[src/rtl/halt_pm_pkg.sv]
package halt_pm_pkg;
  typedef enum logic [2:0] {
    PS_NORMAL = 3'd0,
    PS_HALT   = 3'd1,
    PS_STOPG  = 3'd2,
    PS_ENTER  = 3'd3,
    PS_DEEP   = 3'd4,
    PS_EXIT   = 3'd5
  } pkg_state_e;
endpackage

[src/rtl/core_event_merge.sv]
module core_event_merge #(
  parameter int N_CORES = 4
) (
  input  logic [N_CORES-1:0] halt_req_i,
  input  logic [N_CORES-1:0] smi_i,
  input  logic [N_CORES-1:0] binit_i,
  input  logic [N_CORES-1:0] init_i,
  input  logic [N_CORES-1:0] nmi_i,
  input  logic [N_CORES-1:0] intr_i,
  input  logic [N_CORES-1:0] bus_irq_i,
  input  logic [N_CORES-1:0] rsm_i,
  input  logic [N_CORES-1:0] rsm_to_halt_i,
  output logic [N_CORES-1:0] halt_set_o,
  output logic [N_CORES-1:0] wake_o
);
  for (genvar i = 0; i < N_CORES; i++) begin : g_core
    assign wake_o[i]     = smi_i[i] | binit_i[i] | init_i[i] |
                           nmi_i[i] | intr_i[i]  | bus_irq_i[i];
    // handler return may land back in halt
    assign halt_set_o[i] = halt_req_i[i] | (rsm_i[i] & rsm_to_halt_i[i]);
  end
endmodule

[src/rtl/halt_flags.sv]
module halt_flags #(
  parameter int N_CORES = 4
) (
  input  logic               clk_i,
  input  logic               rst_ni,
  input  logic               en_i,
  input  logic [N_CORES-1:0] set_i,
  input  logic [N_CORES-1:0] clr_i,
  output logic [N_CORES-1:0] q_o
);
  for (genvar i = 0; i < N_CORES; i++) begin : g_flag
    always_ff @(posedge clk_i or negedge rst_ni) begin
      if (!rst_ni)        q_o[i] <= 1'b0;
      else if (en_i) begin
        if (clr_i[i])      q_o[i] <= 1'b0;  // wake beats halt
        else if (set_i[i]) q_o[i] <= 1'b1;
      end
    end
  end
endmodule

[src/rtl/settle_timer.sv]
module settle_timer #(
  parameter int CNT_W = 16
) (
  input  logic             clk_i,
  input  logic             rst_ni,
  input  logic             load_i,
  input  logic [CNT_W-1:0] val_i,
  output logic             done_o
);
  logic [CNT_W-1:0] cnt_q;

  always_ff @(posedge clk_i or negedge rst_ni) begin
    if (!rst_ni)            cnt_q <= '0;
    else if (load_i)        cnt_q <= val_i;
    else if (cnt_q != '0)   cnt_q <= cnt_q - 1'b1;
  end

  assign done_o = (cnt_q == '0);
endmodule

[src/rtl/halt_pm_ctrl.sv]
module halt_pm_ctrl
  import halt_pm_pkg::*;
#(
  parameter int N_CORES = 4,
  parameter int CNT_W   = 16
) (
  input  logic               clk_i,
  input  logic               rst_ni,
  input  logic [N_CORES-1:0] halt_req_i,
  input  logic [N_CORES-1:0] smi_i,
  input  logic [N_CORES-1:0] binit_i,
  input  logic [N_CORES-1:0] init_i,
  input  logic [N_CORES-1:0] nmi_i,
  input  logic [N_CORES-1:0] intr_i,
  input  logic [N_CORES-1:0] bus_irq_i,
  input  logic [N_CORES-1:0] rsm_i,
  input  logic [N_CORES-1:0] rsm_to_halt_i,
  input  logic               stpclk_i,
  input  logic               ehalt_en_i,
  input  logic [CNT_W-1:0]   settle_i,
  output logic [N_CORES-1:0] core_halted_o,
  output logic [2:0]         pkg_state_o,
  output logic               ratio_low_o,
  output logic               vid_low_o,
  output logic               snoop_ok_o,
  output logic               irq_ok_o
);
  pkg_state_e state_q, state_d;
  logic ratio_q, ratio_d, vid_q, vid_d;
  logic [N_CORES-1:0] pend_q, pend_d;
  logic [N_CORES-1:0] halt_set, wake, nxt_flags;
  logic [N_CORES-1:0] flag_set, flag_clr;
  logic flag_en, tmr_load, tmr_done;

  core_event_merge #(.N_CORES(N_CORES)) u_merge (
    .halt_req_i   (halt_req_i),
    .smi_i        (smi_i),
    .binit_i      (binit_i),
    .init_i       (init_i),
    .nmi_i        (nmi_i),
    .intr_i       (intr_i),
    .bus_irq_i    (bus_irq_i),
    .rsm_i        (rsm_i),
    .rsm_to_halt_i(rsm_to_halt_i),
    .halt_set_o   (halt_set),
    .wake_o       (wake)
  );

  halt_flags #(.N_CORES(N_CORES)) u_flags (
    .clk_i (clk_i),
    .rst_ni(rst_ni),
    .en_i  (flag_en),
    .set_i (flag_set),
    .clr_i (flag_clr),
    .q_o   (core_halted_o)
  );

  settle_timer #(.CNT_W(CNT_W)) u_timer (
    .clk_i (clk_i),
    .rst_ni(rst_ni),
    .load_i(tmr_load),
    .val_i (settle_i),
    .done_o(tmr_done)
  );

  assign nxt_flags = (core_halted_o | halt_set) & ~wake;

  always_comb begin
    state_d  = state_q;
    ratio_d  = ratio_q;
    vid_d    = vid_q;
    pend_d   = pend_q;
    flag_en  = 1'b0;
    flag_set = '0;
    flag_clr = '0;
    tmr_load = 1'b0;
    unique case (state_q)
      PS_NORMAL, PS_HALT: begin
        if (stpclk_i && |core_halted_o) begin
          state_d = PS_STOPG;
        end else begin
          flag_en  = 1'b1;
          flag_set = halt_set;
          flag_clr = wake;
          if (&nxt_flags && ehalt_en_i) begin
            state_d  = PS_ENTER;
            ratio_d  = 1'b1;          // ratio step first
            tmr_load = 1'b1;
          end else begin
            state_d = (|nxt_flags) ? PS_HALT : PS_NORMAL;
          end
        end
      end
      PS_STOPG: begin
        if (!stpclk_i) state_d = PS_HALT;
      end
      PS_ENTER: begin
        if (|wake) begin
          // abort: unwind from the current step
          state_d  = PS_EXIT;
          pend_d   = wake;
          tmr_load = 1'b1;
          if (vid_q) vid_d   = 1'b0;
          else       ratio_d = 1'b0;
        end else if (tmr_done) begin
          if (!vid_q) begin
            vid_d    = 1'b1;
            tmr_load = 1'b1;
          end else begin
            state_d = PS_DEEP;
          end
        end
      end
      PS_DEEP: begin
        if (|wake) begin
          state_d  = PS_EXIT;
          pend_d   = wake;
          vid_d    = 1'b0;            // voltage restored first
          tmr_load = 1'b1;
        end
      end
      PS_EXIT: begin
        pend_d = pend_q | wake;
        if (tmr_done) begin
          if (ratio_q) begin
            ratio_d  = 1'b0;
            tmr_load = 1'b1;
          end else begin
            flag_en  = 1'b1;
            flag_clr = pend_q | wake;
            pend_d   = '0;
            state_d  = (|(core_halted_o & ~(pend_q | wake))) ? PS_HALT : PS_NORMAL;
          end
        end
      end
      default: state_d = PS_NORMAL;
    endcase
  end

  always_ff @(posedge clk_i or negedge rst_ni) begin
    if (!rst_ni) begin
      state_q <= PS_NORMAL;
      ratio_q <= 1'b0;
      vid_q   <= 1'b0;
      pend_q  <= '0;
    end else begin
      state_q <= state_d;
      ratio_q <= ratio_d;
      vid_q   <= vid_d;
      pend_q  <= pend_d;
    end
  end

  assign pkg_state_o = state_q;
  assign ratio_low_o = ratio_q;
  assign vid_low_o   = vid_q;
  assign snoop_ok_o  = (state_q != PS_ENTER) && (state_q != PS_EXIT);
  assign irq_ok_o    = (state_q == PS_NORMAL) || (state_q == PS_HALT);
endmodule

[config.mk]
export PLATFORM = sky130hd
export DESIGN_NAME = halt_pm_ctrl
export DESIGN_NICKNAME = d
export VERILOG_FILES = /design/src/rtl/halt_pm_pkg.sv /design/src/rtl/core_event_merge.sv /design/src/rtl/halt_flags.sv /design/src/rtl/settle_timer.sv /design/src/rtl/halt_pm_ctrl.sv
export SDC_FILE = /design/constraint.sdc
export NUM_CORES = 1
export LEC_CHECK = 0
export BUFFER_PORTS_ARGS = -buffer_cell sky130_fd_sc_hd__buf_2
export CAP_MARGIN = 10
export CORE_MARGIN = 5
export CORE_UTILIZATION = 45
export DETAILED_ROUTE_END_ITERATION = 8
export GPL_ROUTABILITY_DRIVEN = 1
export PLACE_DENSITY = 0.75
export SLEW_MARGIN = 25
export SYNTH_ARGS = -nofsm -noshare
export SYNTH_HDL_FRONTEND = slang
export SYNTH_SLANG_ARGS = --single-unit
[constraint.sdc]
create_clock -name clk_i -period 3.5 [get_ports clk_i]
set_input_delay 0.35 -clock clk_i [delete_from_list [all_inputs] [get_ports clk_i]]
set_output_delay 0.35 -clock clk_i [all_outputs]
set_load 0.02 [all_outputs]
==> flow_summary.yaml, run 1 <==
setup_path:
  crit_family: "simple AND/OR/NAND/NOR gates"
  path_class: "in2reg"
  cp-start-kind: "input port"
  r2r_slack_ns: 0.91
  cp_max_fo: 16
  cp_slowest_cell: "or4_1"
  cp-end-kind: "flop"
  path_buf_inv: 2
  worstSetupStartpoint: "binit_i[1]"
  max_stage_delay_ns: 0.53
  cp.arrival_ns: 2.79
  r2r_start: "u_timer.cnt_q[12]"
  crit_chain: "buf_2 > or4_1 > or3_4 > nor4_4 > and4_4 > a211oi_4 > buf_4 > mux2_4"
  cp.required_ns: 3.66
clocking:
  clk-insertion-delay-late_ns: 0.28
  root_buffer: "clkbuf_8"
  ctsHoldBuffers: 0
  cts_sinks: 29
  cts_resized: 0
  cts_tree: "yes"
  clk_path_buf_depth: 2
  clk_pin_slew_worst_paths_ns: 0.07
  cts.htree.levels: 2
  cts-buffers-inserted: 5
  cts_setup_buffers: 0
power_and_ir_drop:
  ir_drop_mv: 0.469
  power_density_mw_per_mm2: 757
  leakage_nw: 1.16
synthesis:
  avgSynthCellArea_sq_um: 9.59
  ys_seq_elements: 29
  ys_types: 51
  synth_fp_nets: 265
  synth_area_sq_mm: 0.00199
  ys.flop_type: "dfrtp_1"
  synth_edf_count: 0
  synthArstFlopShare: 1.00
  ys_warn_count: 0
  synth_cells: 207
  ys_seq_area_frac: 0.365
route:
  route.detailed.drc: 0
  num_vias: 1822
  routed_wl_mm: 4.57
  first_pass_iters: 4
  drt_iter0_markers: 118
  routedWlPerCell_um: 13.9
  vias_per_cell: 5.54
  ant_nets: 0
job:
  maxCapViolations: 0
placement:
  placed_cell_area_sq_mm: 0.00236
  dp_slack_ns: 0.591
  place_hpwl_mm: 3.63
  place_congestion: 0.851
  io_buffers: 66
sta:
  final.period_utilization: 0.750
  relSlewSlack: 0.577
  fmax_mhz: 381
  setup_viol: 0
  whs_ns: 0.0862
  rsz0062_at_grt: "false"
  final.setup.worst_slack_ns: 0.875
  period_minus_slack_ns: 2.62
  setup_tns_ns: 0
  finClkSkew_ns: 0.00870
  finalMaxSlewViolations: 0
  worstMarginPinSlew_ns: 0.635
  hold_viol_final: 0
floorplanning:
  die_area_sq_mm: 0.00584
  rows: 24
  die_x_um: 76.4
  core-area_sq_mm: 0.00432
  initial_core_util: 0.459
  num_io_pins: 67
  dieHeight_um: 76.4
global_route:
  grt.total_usage: 0.163
  antenna_found_initial: 0
  grt_first_pass_wirelength_mm: 8.05
  grt_pass1_vias: 1824
  overflow: 0
  grt_max_degree: 30
layout:
  drive_gt1_frac: 0.386
  finalNetCount: 334
  area_growth_pct: 24.1
  n_antenna_cell: 0
  fin_area_sq_mm: 0.00246
outcome:
  status: "finished, final reports clean"
hold_path:
  hold_path.class: "in2async"
where the power goes:
group,switching [mW],internal (mW),total (mW)
logic,0.415,0.472,0.887
registers,0.180,0.497,0.677
clock network,0.124,0.177,0.301
total,0.719,1.15,1.87
sequential cells by signal, summed over array words and instances, names as in the netlist:
| register | count |
|---|---|
| u_timer.cnt_q | 16 |
| pkg_state_o | 3 |
| ratio_low_o | 1 |
| u_flags.q_o | 4 |
| vid_low_o | 1 |
| pend_q | 4 |
synthesized netlist by cell type, types with 4 or more instances:
master,instances,area [sq um]
a21o_1,4,30.0
a21oi_1,11,55.1
a221oi_1,4,35.0
a22oi_1,4,30.0
clkbuf_1,6,22.5
dfrtp_1,29,726
inv_1,6,22.5
mux2_2,8,90.1
mux2_4,10,150
nand2_1,15,56.3
nand3_1,4,20.0
nor2_1,32,120
nor3_1,4,20.0
nor4_1,5,31.3
or4_1,4,30.0
xnor2_1,6,52.6
xor2_1,8,70.1
through the flow:
stage,total power [mW],utilization,std cells
after floorplan,1.37,-,207
after global placement,1.54,0.547,321
after detailed placement,1.57,0.547,321
after CTS,1.88,0.570,329
after global routing,2.02,0.570,329
final,1.87,0.570,329
kinds of logic after synthesis:
family                     Yosys count  synth area share
AOI/OAI and AO/OA                   41             0.161
xor gates and xnor gates            14            0.0618
adders and majority gates            2            0.0126
buffers and inverters               15            0.0372
DFF                                 29             0.365
muxes                               18             0.121
and+or+nand+nor                     88             0.241
per-layer routing:
| metal | wire length [um] | part of all wire | up-vias | track usage |
|---|---|---|---|---|
| li1 | - | - | 897 | - |
| met1 | 1900 | 0.42 | 837 | 0.195 |
| met2 | 2160 | 0.47 | 79 | 0.271 |
| met3 | 437 | 0.096 | 9 | 0.0579 |
| met4 | 75 | 0.016 | 0 | 0.0559 |
| met5 | 0 | 0 | - | 0 |
placed cells by master, fill, tap and decap left out, types with 2 or more instances in the layout:
master	synthesis	layout
buf_2	1	66
nor2_1	32	32
dfrtp_1	29	29
nand2_1	15	15
a21oi_1	11	11
mux2_4	10	10
mux2_2	8	8
xor2_1	8	8
clkbuf_8	0	7
inv_1	6	6
xnor2_1	6	6
nor4_1	5	5
or4_1	4	4
nand3_1	4	4
a21o_1	4	4
a22oi_1	4	4
nor3_1	4	4
a221oi_1	4	4
buf_4	0	4
nor2b_1	3	3
or3_1	3	3
o21ai_0	2	2
o2bb2ai_1	2	2
and4_1	2	2
o21a_1	2	2
o22ai_1	2	2
nand4b_1	2	2
nand2b_1	2	2
or2_2	2	2
ha_1	2	2
cell type report:
type	count	area, sq um
multi-input combinational	163	1190
clock inverter	1	5.00
timing repair buffer	70	360
fill	414	1860
tap	52	65.1
sequential	29	726
inverter	7	26.3
clock buffer	7	96.3
worst paths after layout:
path,to,cells after the start
worst max register to register,pkg_state_o[0],7
worst min-delay path,u_timer.cnt_q[1],1
worst max-delay path,u_timer.cnt_q[0],8
max in group asynchronous,u_flags.q_o[3],1
worst min register to register,u_flags.q_o[3],1
min in group clk_i,u_timer.cnt_q[1],2
No activity file was read; power rests on OpenSTA's default activity.
==> inputs of run 2 (changes only) <==
--- a/config.mk
+++ b/config.mk
@@ -11,7 +11,7 @@
 export CORE_UTILIZATION = 45
 export DETAILED_ROUTE_END_ITERATION = 8
 export GPL_ROUTABILITY_DRIVEN = 1
-export PLACE_DENSITY = 0.75
+export PLACE_DENSITY = 0.78
 export SLEW_MARGIN = 25
 export SYNTH_ARGS = -nofsm -noshare
 export SYNTH_HDL_FRONTEND = slang
==> constraint.sdc (replaced) <==
create_clock -name clk_i -period 2.2 [get_ports clk_i]
set_input_delay 0.22 -clock clk_i [delete_from_list [all_inputs] [get_ports clk_i]]
set_output_delay 0.22 -clock clk_i [all_outputs]
set_load 0.02 [all_outputs]
==> run 2 against run 1 <==
Compared with the run above: the flow now finishes with violations (negative setup slack); clock skew hardly changed; register-to-register slack worse by 0.95 ns; final cell count grew 7.0%; count of clock-buffer cells in the layout did not move; sequential power increased by 55%; critical path depth down 2; highest routed layer unchanged; worst hold slack gained 0.073 ns; cell area is 12% higher.
==> flow_summary.yaml, run 2 (synthesized netlist as in run 1, its figures left out) <==
global_route:
  grt.total_usage: 0.185
  grt_first_pass_wirelength_mm: 8.91
  overflow: 0
  grt_max_degree: 30
  grt_pass1_vias: 2028
  antenna_found_initial: 0
clocking:
  clk_path_buf_depth: 2
  clk_pin_slew_worst_paths_ns: 0.07
  root_buffer: "clkbuf_8"
  clk-insertion-delay-late_ns: 0.28
  cts_tree: "yes"
  cts-buffers-inserted: 5
  cts.htree.levels: 2
  cts_sinks: 29
layout:
  fin_area_sq_mm: 0.00276
  instances_no_fill: 352
  post-route-util: 0.639
  n_antenna_cell: 0
  drive_gt1_frac: 0.463
  largest_reg_flops: 16
  regArea_sq_um: 726
  fill_cells: 377
  final_common_cell: "buf_2"
  area_growth_pct: 39.1
  finalNetCount: 357
  multi_input_area_sq_mm: 0.00128
  reg_top3: "u_timer.cnt_q: 16 flops, pend_q: 4 flops, u_flags.q_o: 4 flops"
  registers.top_by_ff_count: "u_timer.cnt_q"
  final_cell_mix: "buf_2 (65), nor2_1 (31), dfrtp_1 (29)"
setup_path:
  cp.arrival_ns: 2.41
  path_class: "reg2reg"
  cp-start-kind: "flop"
  cp_max_fo: 2
  cp-end-kind: "flop"
  cp.required_ns: 2.37
floorplanning:
  rows: 24
  core-area_sq_mm: 0.00432
  dieHeight_um: 76.4
  num_io_pins: 67
  initial_core_util: 0.459
  die_x_um: 76.4
  die_area_sq_mm: 0.00584
route:
  routed_wl_mm: 5.17
  num_vias: 1902
  route.detailed.drc: 0
  ant_nets: 0
  wl_met1_mm: 2.08
  wl_met2_mm: 2.59
  vias_per_cell: 5.40
  drt_iter0_markers: 96
  first_pass_iters: 4
  top_layer: "met4"
  routedWlPerCell_um: 14.7
  wl_met3_um: 408
sta:
  whs_ns: 0.159
  relSlewSlack: 0.570
  rsz0062_at_grt: "true"
  finClkSkew_ns: 0.00843
  hold_viol_final: 0
  setup_viol: 18
  worstMarginPinSlew_ns: 0.645
  final.period_utilization: 1.02
  finalMaxSlewViolations: 0
  period_minus_slack_ns: 2.24
  fmax_mhz: 446
  final.setup.worst_slack_ns: -0.0402
placement:
  placedCellCount: 339
  place_hpwl_mm: 3.99
  place_congestion: 0.848
  io_buffers: 66
  placed_cell_area_sq_mm: 0.00254
outcome:
  violations: "negative setup slack"
  status: "finished with violations"
job:
  maxCapViolations: 0
hold_path:
  hold_path.class: "in2reg"
power_and_ir_drop:
  power_density_mw_per_mm2: 1210
  ir_drop_mv: 0.642
  leakage_nw: 1.34
-- run 2: per-layer routing --
metal,up-vias,GRT usage
li1,935,-
met1,893,0.201
met2,64,0.324
met3,10,0.0686
met4,0,0.0717
met5,-,0
-- run 2: power by group --
part / internal, mW / switching (mW) / leakage (nW) / total, mW
clock: 0.282 / 0.204 / 0.0542 / 0.486
sequential: 0.790 / 0.261 / 0.350 / 1.05
combinational: 1.00 / 0.802 / 0.938 / 1.80
-- run 2: timing repair --
item	CTS	global route
gates cloned	0	0
setup endpoints to repair	18	21
pin swaps	3	2
setup buffers	2	2
hold buffers	1	0
gates resized for setup	9	8
hold endpoints to repair	29	0
-- run 2: final timing paths --
path                                    from                end  slack (ns)  cells past startpoint
max in group asynchronous             rst_ni  u_timer.cnt_q[14]        1.28                      2
hold reg to reg                    pend_q[3]     u_flags.q_o[3]        0.49                      1
min in group asynchronous             rst_ni   u_timer.cnt_q[1]        0.50                      2
setup reg to reg           u_timer.cnt_q[10]     pkg_state_o[0]       -0.04                      6
setup / recovery           u_timer.cnt_q[10]     pkg_state_o[0]       -0.04                      6
hold / removal                   settle_i[0]   u_timer.cnt_q[0]        0.16                      2
-- run 2: worst max-delay path, cell delays in order, from the launching register on --
cell and delay, ns:
dfrtp_1 0.38, or4_4 0.54, and4b_1 0.30, nand2_1 0.08
a31o_4 0.24, a311oi_4 0.27, mux2_4 0.33
-- run 2: final cells by class --
class,instances,area share
Clock inverter,1,0.00181
Multi-Input combinational cell,163,0.464
Clock buffer,7,0.0349
Timing Repair Buffer,93,0.203
Sequential cell,29,0.263
Tap cell,52,0.0236
Inverter,7,0.00951
-- run 2: metrics by stage --
step / total power [mW] / worst slack, ns / TNS, ns
CTS: 3.31 / -0.0828 / -0.676
floorplan: 2.20 / -0.384 / -5.67
detailed placement: 2.72 / -0.368 / -6.13
global placement: 2.64 / -0.313 / -5.12
finish: 3.34 / -0.0402 / -0.405
global route: 3.59 / -0.117 / -1.45
